===== src/rtl/gpio_edge_pkg.sv =====
// Shared constants for the GPIO controller: bus address width and register offsets.
// Assumes byte addressing with word-aligned registers.
package gpio_edge_pkg;
    localparam int unsigned ADDR_W = 8;
    localparam logic [ADDR_W-1:0] OFS_DIR   = 8'h00;
    localparam logic [ADDR_W-1:0] OFS_OPEN  = 8'h04;
    localparam logic [ADDR_W-1:0] OFS_DATA  = 8'h08;
    localparam logic [ADDR_W-1:0] OFS_EVENT = 8'h0C;
    localparam logic [ADDR_W-1:0] OFS_MASK  = 8'h10;
    localparam logic [ADDR_W-1:0] OFS_EDGE  = 8'h14;
    localparam logic [ADDR_W-1:0] OFS_INEN  = 8'h18;
endpackage


===== src/rtl/gpio_in_sync.sv =====
// Multi-stage synchroniser for asynchronous pad levels, plus one extra
// register that holds the synchronised value from the previous cycle.
// Assumes STAGES >= 2; every bit is treated independently.
module gpio_in_sync #(
    parameter int unsigned W      = 32,
    parameter int unsigned STAGES = 2
) (
    input  logic         clk,
    input  logic         rst_n,
    input  logic [W-1:0] async_in,
    output logic [W-1:0] sync_now,
    output logic [W-1:0] sync_prev
);
    logic [W-1:0] chain [STAGES];

    // Shift pad levels through the synchroniser chain and keep one delayed copy.
    always_ff @(posedge clk) begin
        if (!rst_n) begin
            for (int i = 0; i < STAGES; i++) chain[i] <= '0;
            sync_prev <= '0;
        end else begin
            chain[0] <= async_in;
            for (int i = 1; i < STAGES; i++) chain[i] <= chain[i-1];
            sync_prev <= chain[STAGES-1];
        end
    end

    assign sync_now = chain[STAGES-1];
endmodule


===== src/rtl/gpio_evt_unit.sv =====
// Per-line edge classifier and sticky event register with write-one-to-clear.
// Assumes sync_now/sync_prev are consecutive samples of the same synchronised line.
// A new edge overrides a simultaneous clear of the same bit.
module gpio_evt_unit #(
    parameter int unsigned W = 32
) (
    input  logic         clk,
    input  logic         rst_n,
    input  logic [W-1:0] sync_now,
    input  logic [W-1:0] sync_prev,
    input  logic [W-1:0] fall_only,
    input  logic         clr_en,
    input  logic [W-1:0] clr_bits,
    output logic [W-1:0] edge_hit,
    output logic [W-1:0] evt_q
);
    // Classify each line's transition according to its edge-select bit.
    for (genvar i = 0; i < W; i++) begin : g_edge
        logic rise_w;
        logic fall_w;
        assign rise_w      = sync_now[i] & ~sync_prev[i];
        assign fall_w      = ~sync_now[i] & sync_prev[i];
        assign edge_hit[i] = fall_only[i] ? fall_w : (rise_w | fall_w);
    end

    logic [W-1:0] clr_w;
    assign clr_w = clr_en ? clr_bits : '0;

    // Latch events; a fresh edge wins over a clear in the same cycle.
    always_ff @(posedge clk) begin
        if (!rst_n) evt_q <= '0;
        else        evt_q <= (evt_q & ~clr_w) | edge_hit;
    end
endmodule


===== src/rtl/gpio_edge_ctrl.sv =====
// GPIO controller top: register file, bit-reversed line mapping, input gating,
// edge events and the combined interrupt. Assumes bus_we is a one-cycle strobe
// and that pad_in is asynchronous to clk. Register bit NLINES-1-n is line n.
module gpio_edge_ctrl
    import gpio_edge_pkg::*;
#(
    parameter int unsigned NLINES       = 32,
    parameter bit          IBE_RST_ONES = 1'b0,
    parameter int unsigned SYNC_STAGES  = 2
) (
    input  logic              clk,
    input  logic              rst_n,
    input  logic [ADDR_W-1:0] bus_addr,
    input  logic              bus_we,
    input  logic [NLINES-1:0] bus_wdata,
    output logic [NLINES-1:0] bus_rdata,
    input  logic [NLINES-1:0] pad_in,
    output logic [NLINES-1:0] pad_out,
    output logic [NLINES-1:0] pad_oe,
    output logic              irq
);
    localparam logic [NLINES-1:0] INEN_RST = IBE_RST_ONES ? '1 : '0;

    logic [NLINES-1:0] dir_q, open_q, dat_q, mask_q, ecfg_q, inen_q;
    logic [NLINES-1:0] pin_reg, sync_now, sync_prev, edge_hit, evt_q;
    logic [NLINES-1:0] data_view;
    logic              evt_clr;

    // Map line-indexed pads onto register bit order and back.
    for (genvar n = 0; n < NLINES; n++) begin : g_map
        assign pin_reg[NLINES-1-n] = pad_in[n];
        assign pad_oe[n]           = dir_q[NLINES-1-n];
        assign pad_out[n]          = dat_q[NLINES-1-n];
    end

    gpio_in_sync #(.W(NLINES), .STAGES(SYNC_STAGES)) sync_i (
        .clk       (clk),
        .rst_n     (rst_n),
        .async_in  (pin_reg),
        .sync_now  (sync_now),
        .sync_prev (sync_prev)
    );

    assign evt_clr = bus_we && (bus_addr == OFS_EVENT);

    gpio_evt_unit #(.W(NLINES)) evt_i (
        .clk       (clk),
        .rst_n     (rst_n),
        .sync_now  (sync_now),
        .sync_prev (sync_prev),
        .fall_only (ecfg_q),
        .clr_en    (evt_clr),
        .clr_bits  (bus_wdata),
        .edge_hit  (edge_hit),
        .evt_q     (evt_q)
    );

    // Update configuration registers on a bus write to their offset.
    always_ff @(posedge clk) begin
        if (!rst_n) begin
            dir_q  <= '0;
            open_q <= '0;
            dat_q  <= '0;
            mask_q <= '0;
            ecfg_q <= '0;
            inen_q <= INEN_RST;
        end else if (bus_we) begin
            case (bus_addr)
                OFS_DIR:  dir_q  <= bus_wdata;
                OFS_OPEN: open_q <= bus_wdata;
                OFS_DATA: dat_q  <= bus_wdata;
                OFS_MASK: mask_q <= bus_wdata;
                OFS_EDGE: ecfg_q <= bus_wdata;
                OFS_INEN: inen_q <= bus_wdata;
                default:  ;
            endcase
        end
    end

    // Outputs show stored data; enabled inputs show the synchronised pad.
    assign data_view = (dat_q & dir_q) | (sync_now & ~dir_q & inen_q);

    // Select read data by offset; unmapped offsets read zero.
    always_comb begin
        case (bus_addr)
            OFS_DIR:   bus_rdata = dir_q;
            OFS_OPEN:  bus_rdata = open_q;
            OFS_DATA:  bus_rdata = data_view;
            OFS_EVENT: bus_rdata = evt_q;
            OFS_MASK:  bus_rdata = mask_q;
            OFS_EDGE:  bus_rdata = ecfg_q;
            OFS_INEN:  bus_rdata = inen_q;
            default:   bus_rdata = '0;
        endcase
    end

    assign irq = |(evt_q & mask_q);
endmodule


===== config.mk =====
export PLATFORM = sky130hd
export DESIGN_NAME = gpio_edge_ctrl
export DESIGN_NICKNAME = d
export VERILOG_FILES = /design/src/rtl/gpio_edge_pkg.sv /design/src/rtl/gpio_in_sync.sv /design/src/rtl/gpio_evt_unit.sv /design/src/rtl/gpio_edge_ctrl.sv
export SDC_FILE = /design/constraint.sdc
export NUM_CORES = 1
export LEC_CHECK = 0
export BUFFER_PORTS_ARGS = -buffer_cell sky130_fd_sc_hd__buf_2
export CAP_MARGIN = 15
export CORE_ASPECT_RATIO = 0.8
export CORE_MARGIN = 8
export CORE_UTILIZATION = 58
export DETAILED_ROUTE_END_ITERATION = 7
export GPL_ROUTABILITY_DRIVEN = 0
export MAX_ROUTING_LAYER = met4
export PLACE_DENSITY = 0.87
export RECOVER_POWER = 50
export SYNTH_ARGS = -nofsm -noshare
export SYNTH_HDL_FRONTEND = slang
export SYNTH_HIERARCHICAL = 1
export SYNTH_SLANG_ARGS = --single-unit

===== constraint.sdc =====
create_clock -name clk -period 2.3 [get_ports clk]
set_input_delay 0.115 -clock clk [delete_from_list [all_inputs] [get_ports clk]]
set_output_delay 0.115 -clock clk [all_outputs]
set_load 0.05 [all_outputs]

**Word-level counts from Yosys, hierarchy flattened**

Memory sizes are Yosys's and may differ from the RTL's.
Cells that the tools add are included.

- Bits in writable memories: 64
- Memories kept: 1
- Bits in latches: 0
- Memory bits (read-only): 0
- Word-level logic and storage cells: 233
- Output and inout port bits: 97
- Bits of input ports: 75
- Register bits: 256

Memory list:

| name | depth | width | rd ports | clocked after memory_dff | write ports | RTL line | text |
|---|---|---|---|---|---|---|---|
| sync_i.chain | 2 | 32 | 2 | 0 | 2 | gpio_in_sync.sv:14 | `logic [W-1:0] chain [STAGES];` |

- Divide/modulo/power cells: 0
- Shift operators: 0
- Bitwise operators: 171
- Reduce and logical (&&, ||, !) cells: 9
- Multipliers: 0
- $add $sub $neg: 0
- Equal/unequal tests: 6
- $lt $le $gt $ge: 0
- Mux-type cells: 38

Operator list:

| cell | number |
|---|---|
| case mux 32 bit (7 select lines) | 1 |
| bitwise AND 32 bit | 5 |
| 2-to-1 mux 32 bit | 3 |
| bitwise AND 1 bit | 64 |
| NOT 1 bit | 64 |
| NOT 32 bit | 2 |
| bitwise OR 32 bit | 2 |
| 2-to-1 mux 1 bit | 34 |
| bitwise OR 1 bit | 34 |
| OR reduction 32 bit | 1 |
| equality test 8 x 5 -> 1 bit, second input constant | 3 |
| equality test 8 x 4 -> 1 bit, second input constant | 2 |
| AND reduction 2 bit | 6 |
| equality test 8 x 3 -> 1 bit, second input constant | 1 |
| zero test 8 bit | 1 |
| logical AND 1 bit | 1 |

**Depth between registers and ports, before layout**

Gate-level depths: netlist of run 1.

- Word-level depth: 6
- Depth in mapped cells: 9

**Cells and area by module**

Netlist of run 1, hierarchy kept.

By module, submodules not included:

| module | seq. area each (um2) | cells each | area an instance (um2) | instances |
|---|---|---|---|---|
| gpio_edge_ctrl | 3843.7 | 1161 | 9366.5 | 1 |
| gpio_in_sync | 1921.8 | 234 | 2844.0 | 1 |
| gpio_evt_unit | 640.6 | 230 | 1956.9 | 1 |

**Worst setup path before layout of run 1**

Ideal clock, no wire load.

- Path kind: register -> output
- Start: register dat_q[23]
- End: output port bus_rdata[23]
- Path slack: -87 ps
- Arrival: 2272 ps
- Cell stages (with the launch flop): 5
- Required time: 2185 ps
- Cell sequence: dfxtp_1 > nand2b_1 > a32o_1 > a211oi_1 > o32ai_1

- Longest elaborated chain between the ends: 3

Ends and longest elaborated chain:

| element | RTL line | text |
|---|---|---|
| start: declaration | gpio_edge_ctrl.sv:24 | `logic [NLINES-1:0] dir_q, open_q, dat_q, mask_q, ecfg_q, inen_q;` |
| start signal: assignment | gpio_edge_ctrl.sv:71 | `OFS_DATA: dat_q <= bus_wdata;` |
| bitwise AND 32 bit | gpio_edge_ctrl.sv:81 | `assign data_view = (dat_q & dir_q) \| (sync_now & ~dir_q & inen_q);` |
| bitwise OR 32 bit | gpio_edge_ctrl.sv:81 |  |
| case mux 32 bit (7 select lines) | gpio_edge_ctrl.sv:85 | `case (bus_addr)` |
| end: declaration | gpio_edge_ctrl.sv:16 | `output logic [NLINES-1:0] bus_rdata,` |

No other way between the ends.

**Final worst setup path of run 1**

- Start: register evt_i.evt_q[17]
- End: output port irq

- Longest elaborated chain between the ends: 2

Ends and longest elaborated chain:

| element | RTL line | text |
|---|---|---|
| start: declaration | gpio_evt_unit.sv:15 | `output logic [W-1:0] evt_q` |
| start signal: assignment | gpio_evt_unit.sv:32 | `else evt_q <= (evt_q & ~clr_w) \| edge_hit;` |
| bitwise AND 32 bit | gpio_edge_ctrl.sv:97 | `assign irq = \|(evt_q & mask_q);` |
| OR reduction 32 bit | gpio_edge_ctrl.sv:97 |  |
| end: declaration | gpio_edge_ctrl.sv:20 | `output logic irq` |

No other way between the ends.

==> results of run 1 <==
power groups by stage:
stage	clock, W	combinational [W]	sequential, W
2_1_floorplan	0	0.000400	0.00582
3_3_place_gp	0	0.000591	0.00586
3_5_place_dp	0	0.000606	0.00586
4_1_cts	0.00499	0.000696	0.00574
5_1_grt	0.00523	0.000758	0.00575
6_report	0.00498	0.000701	0.00574
final cells by class:
class	instances	area, µm²
multi-input combinational	1094	6640
fill	1786	7570
tap	318	398
timing repair buffer	285	1930
antenna	3	7.51
inverter	64	240
clock inverter	5	50.0
clock buffer	49	943
sequential	320	6410
per-layer routing:
layer	track usage, %	up-vias	share of wire, %
li1	-	5879	-
met1	35.9	6000	40
met2	45.8	685	45
met3	5.85	154	11
met4	12.0	0	3.9
met5	-	-	0
worst max-delay path by stage:
stage / start / end
floorplan: dat_q[10] / bus_rdata[10]
global placement: bus_addr[5] / bus_rdata[31]
detailed placement: bus_addr[5] / bus_rdata[24]
CTS: evt_i/evt_q[17] / irq
global route: evt_i/evt_q[29] / irq
finish: evt_i/evt_q[17] / irq
synthesized netlist by cell type (2+ instances only):
library cell	count
nand2_1	419
dfxtp_1	320
a21boi_1	180
and2_1	97
a22oi_1	77
inv_1	64
o21ai_0	59
clkbuf_1	58
a21boi_0	45
buf_4	41
ha_1	32
o21a_1	32
buf_6	23
a22o_1	20
a32oi_1	20
o221ai_1	20
buf_2	19
a21oi_1	11
a311oi_1	9
a31oi_1	9
nand3_1	8
and3_1	7
o22a_2	7
nor2_1	6
nor2b_1	5
nand4_1	4
clkbuf_2	3
o21ai_2	3
buf_1	2
mux2i_1	2
nor3_1	2
nor4b_4	2
o22a_1	2
or3_4	2
kinds of logic (layout without fill, tap and decap cells):
| family | count (synthesis) | in the layout | synth area share (%) |
|---|---|---|---|
| AOI/OAI and AO/OA | 501 | 501 | 26.1 |
| adders and majority gates | 32 | 32 | 2.83 |
| buffers and inverters | 211 | 403 | 8.16 |
| DFF | 320 | 320 | 45.2 |
| muxes | 2 | 2 | 0.141 |
| other | 0 | 3 | 0 |
| and+or+nand+nor | 559 | 559 | 17.6 |
worst max-delay path, delay by kind of cell (launching register included):
| kind | cells | cell delay, ns |
|---|---|---|
| compound gates | 1 | 0.24 |
| buf+inv | 1 | 0.24 |
| flops | 1 | 0.36 |
| simple gates | 2 | 0.72 |
registers in the layout (all words and copies together), names as in the netlist:
signal	cells
sync_i/sync_prev	32
dir_q	32
ecfg_q	32
inen_q	32
sync_i/chain	64
mask_q	32
evt_i/evt_q	32
dat_q	32
open_q	32
stage by stage:
stage          hold slack [ns]  instance area, µm²  worst slack, ns
2_1_floorplan            0.233               14200           0.0819
3_3_place_gp             0.322               15000            0.217
3_5_place_dp             0.324               15000            0.145
4_1_cts                 0.0226               16700          0.00220
5_1_grt                  0.306               16600           0.0142
6_report                 0.289               16600           0.0624
what timing repair did:
action / 4_1_cts / 5_1_grt
gates cloned: 0 / 0
setup endpoints to repair: 1 / 2
hold buffers: 64 / 0
endpoints found under the hold margin: 225 / 0
gates resized for setup: 1 / 5
==> run_results.csv, run 1 <==
group,metric,value,unit
cells_and_area,layout_common_cells,"419 x nand2_1, 320 x dfxtp_1, 164 x buf_2, 143 x a21boi_0, 82 x a21boi_1",
floorplanning,die_area,29700,µm²
pwr,ir_drop,0.000521,V
synth,synth_ff_type,"dfxtp_1",
global_routing,antenna_found_initial,2,
pwr,seq_power_share,50.3,%
synth,synth_top_area_cell,"dfxtp_1",
sta,setup_viol,0,
cts,clkTransAtPathRegs,0.06,ns
place,port_buffers,171,
pwr,clkPwrFrac,43.6,%
floorplanning,core,24200,µm²
cells_and_area,fin_nets,1902,
pwr,p_leak,6.14,nW
floorplanning,die_w,191,µm
sta,clock.fmax,447,MHz
setup_path,cp_max_fo,3,
cells_and_area,fin_util,68.7,%
sta,slew_headroom,10.8,%
routing,drt-pass1-iter-count,5,
sta,maxSlewViolCount,0,
floorplanning,start_util,58.6,%
pwr,p_per_area,688,nW/µm²
global_routing,overflow,0,
synth,ys_types,49,
pwr,p_sw,0.00256,W
synth,ys_seq_area_share,45.2,%
routing,drt_wl_total,42800,µm
worst_hold_path,hold_end,"sync_i/chain[0][25]",
setup_path,startpoint_type,"register",
pwr,comb_power_share,6.1,%
synth,synth_nets,1732,
setup_path,cp_slowest_stage_delay,0.58,ns
cts,post_cts_buffers,0,
setup_path,crit_chain,"a22oi_2 > nand4_1 > or4_4 > clkbuf_4",
cts,cts_buffer_depth,3,
floorplanning,die_y,156,µm
floorplanning,ios,172,
worst_hold_path,holdPathStages,3,
setup_path,required,2.18,ns
setup_path,end_kind,"primary output",
sta,skew,0.0188,ns
synth,yosysTopAreaCellShare,45.2,%
synth,ys_warn_count,6,
cts,cts_root_buf,"clkbuf_16",
cts,h-tree-depth,1,
job,drv_cap,0,
place,hpwl,27500,µm
setup_path,cpMaxStageDelayCell,"or4_4",
routing,antenna_left,0,
setup_path,worstReg2RegEnd,"evt_i/evt_q[31]",
sta,post-route-period-util,97.3,%
pwr,intPower,0.00886,W
worst_hold_path,min_path_type,"in2reg",
routing,drc,0,
place,dpl.cell_count,2017,
sta,hold_viol_final,0,
synth,synth.ff_latch_count,320,
setup_path,critical_path_class,"reg2out",
synth,syn_inst,1625,
setup_path,crit_arrival,2.12,ns
synth,synth_edf_count,0,
routing,wl_per_cell,20.0,µm
sta,period_minus_slack,2.24,ns
setup_path,reg2reg_from,"sync_i/chain[0][63]",
worst_hold_path,hold_start,"pad_in[6]",
routing,route.vias.total,12718,
run_status,outcome,"complete, no violations",
cells_and_area,area_growth,17.2,%
routing,drt-initial-drc-count,1040,
cts,numCtsBuffers,30,
sta,tns,0,ns
global_routing,grt_pass1_vias,12399,
synth,synth_area,14200,µm²
global_routing,grt_usage,29.0,%
cells_and_area,fin_cells,2138,
synth,netlist_top_cells_area,"dfxtp_1 45%, nand2_1 11%, a21boi_1 9.5%",
sta,tightest_slew,1.34,ns
floorplanning,rows,51,
cts,clock_latency,0.56,ns
routing,vias_per_cell,5.95,
cells_and_area,final_common_cell,"nand2_1",
pwr,fin_total_pwr,0.0114,W
cts,cts_tree,"done",
cells_and_area,drive_gt1_share,15.9,%
pwr,netSwitchingFraction,22.4,%
global_routing,grt_max_degree,79,
cts,clock-sinks,320,
setup_path,r2r.worst_path.cells,4,
global_routing,grt_pass1_wl,67500,µm
synth,avgSynthCellArea,8.72,µm²
sta,rsz0062_at_grt,"false",
setup_path,reg2reg_setup_slack,1.10,ns
synth,async_reset_ff_share,0,%
(Power assumes the default switching activity.)
==> inputs of run 2 (changes only) <==
--- a/config.mk
+++ b/config.mk
@@ -10,6 +10,7 @@
 export CORE_ASPECT_RATIO = 0.8
 export CORE_MARGIN = 8
 export CORE_UTILIZATION = 58
+export CTS_BUF_LIST = sky130_fd_sc_hd__clkbuf_16
 export DETAILED_ROUTE_END_ITERATION = 7
 export GPL_ROUTABILITY_DRIVEN = 0
 export MAX_ROUTING_LAYER = met4
==> run 2 against run 1 <==
  * Sequential power about the same
  * Combinational power hardly changed
  * Largest cell class unchanged
  * Sequential cell count is the same
==> run_results.csv, run 2 (same netlist as run 1, synthesis figures left out) <==
group,metric,value,unit
run_status,outcome,"complete, no violations",
setup_path,crit_arrival,2.18,ns
sta,post-route-period-util,99.9,%
cells_and_area,area_growth,16.5,%
cts,numCtsBuffers,30,
cells_and_area,nFillCells,1811,
setup_path,end_kind,"primary output",
routing,wl_per_cell,19.8,µm
cells_and_area,fin_nets,1902,
pwr,ir_drop,0.000520,V
routing,vias_per_cell,5.88,
sta,hold_viol_final,0,
cts,h-tree-depth,1,
cts,cts_root_buf,"clkbuf_16",
sta,skew,0.0124,ns
global_routing,overflow,0,
routing,drc,0,
sta,maxSlewViolCount,0,
floorplanning,die_w,191,µm
floorplanning,ios,172,
floorplanning,rows,51,
routing,antenna_left,0,
routing,drt-initial-drc-count,969,
floorplanning,die_y,156,µm
routing,drt_wl_total,42400,µm
cells_and_area,ff_latch_area,6410,µm²
global_routing,grt_pass1_vias,12272,
routing,route.vias.total,12563,
setup_path,cpMaxStageDelayCell,"dfxtp_1",
floorplanning,core,24200,µm²
setup_path,critical_path_class,"reg2out",
pwr,p_per_area,670,nW/µm²
job,drv_cap,0,
sta,slew_headroom,8.59,%
worst_hold_path,min_path_type,"in2reg",
sta,period_minus_slack,2.30,ns
cells_and_area,drive_gt1_share,15.3,%
sta,clock.fmax,435,MHz
cts,cts_tree,"done",
cells_and_area,layout_common_cells,"419 x nand2_1, 320 x dfxtp_1, 164 x buf_2, 142 x a21boi_0, 83 x a21boi_1",
floorplanning,die_area,29700,µm²
setup_path,required,2.18,ns
cells_and_area,largest_register_ffs,64,
cts,clock-sinks,320,
cells_and_area,final_common_cell,"nand2_1",
pwr,p_leak,6.12,nW
cells_and_area,multiInputGateArea,6640,µm²
sta,tightest_slew,1.37,ns
sta,setup_viol,0,
global_routing,grt_max_degree,79,
cells_and_area,top_register,"sync_i/chain",
pwr,fin_total_pwr,0.0111,W
place,dp_slack,0.145,ns
global_routing,grt_pass1_wl,66700,µm
setup_path,cp_slowest_stage_delay,0.43,ns
routing,drt-pass1-iter-count,7,
cts,clock_latency,0.56,ns
place,hpwl,27500,µm
floorplanning,start_util,58.6,%
setup_path,startpoint_type,"register",
cts,clkTransAtPathRegs,0.06,ns
setup_path,cp_max_fo,4,
place,port_buffers,171,
global_routing,antenna_found_initial,1,
setup_path,crit_chain,"a31oi_1 > a311oi_1 > a21oi_1 > o21ai_0 > buf_2",
cts,cts_buffer_depth,3,
global_routing,grt_usage,28.7,%
sta,postLayoutSetupSlackWorst,0.00164,ns
## run 2: cell count changes in the layout (fill, tap and decap cells not counted)
cell	change
a21boi_0	-1
a21boi_1	+1
a22oi_1	+1
a22oi_2	-1
and2_0	-2
and2_1	+2
clkbuf_1	-8
clkbuf_8	-10
clkinv_1	+10
diode_2	-1
inv_1	+8
## run 2: per-layer routing
layer,up-vias,GRT usage [%],wire [µm]
met4,0,12.1,1770
met3,142,5.76,4250
met5,-,-,0
li1,5875,-,-
met2,622,44.8,19200
met1,5924,35.8,17200
## run 2: cell type report
cell class / instances / area share [%]
multi-input cells: 1094 / 40.2
inverters: 64 / 1.46
repair buffers: 285 / 11.7
well taps: 318 / 2.41
diodes: 2 / 0.0303
clock inverters: 23 / 0.713
clock buffers: 31 / 4.70
flip-flops and latches: 320 / 38.8
## run 2: per-stage QoR
stage | util [%] | std cells | setup TNS, ns | area (µm²) | hold WS (ns)
after global routing | 68.2 | 2136 | -0.0278 | 16500 | 0.305
final | 68.2 | 2137 | 0 | 16500 | 0.291
after CTS | 68.5 | 2135 | 0 | 16600 | 0.0235
after detailed placement | 62.2 | 2017 | 0 | 15000 | 0.324
after floorplan | - | 1625 | 0 | 14200 | 0.233
after global placement | 62.2 | 2017 | 0 | 15000 | 0.322
## run 2: worst paths after layout
path	cells past startpoint	start	endpoint	slack, ns
max	5	dir_q[19]	bus_rdata[19]	0.002
min	3	pad_in[6]	sync_i/chain[0][25]	0.29
max reg2reg	4	sync_i/chain[0][63]	evt_i/evt_q[31]	1.10
min reg2reg	1	sync_i/chain[0][22]	sync_i/chain[0][54]	0.43
## run 2: power by group
part	internal (W)	switching, W
combinational	0.000321	0.000378
sequential	0.00566	0.0000857
clock	0.00252	0.00209
## run 2: worst max-delay path: cells and delay by family (launching register included)
kind	cells	cell delay [ns]
compound gates	4	0.84
flops	1	0.43
buf+inv	1	0.36
## run 2: timing repair
item | 4_1_cts | 5_1_grt
endpoints found under the setup margin | 1 | 2
hold buffers | 64 | 0
setup buffers | 0 | 0
gates resized for setup | 1 | 4
pin swaps | 0 | 0
endpoints found under the hold margin | 225 | 0
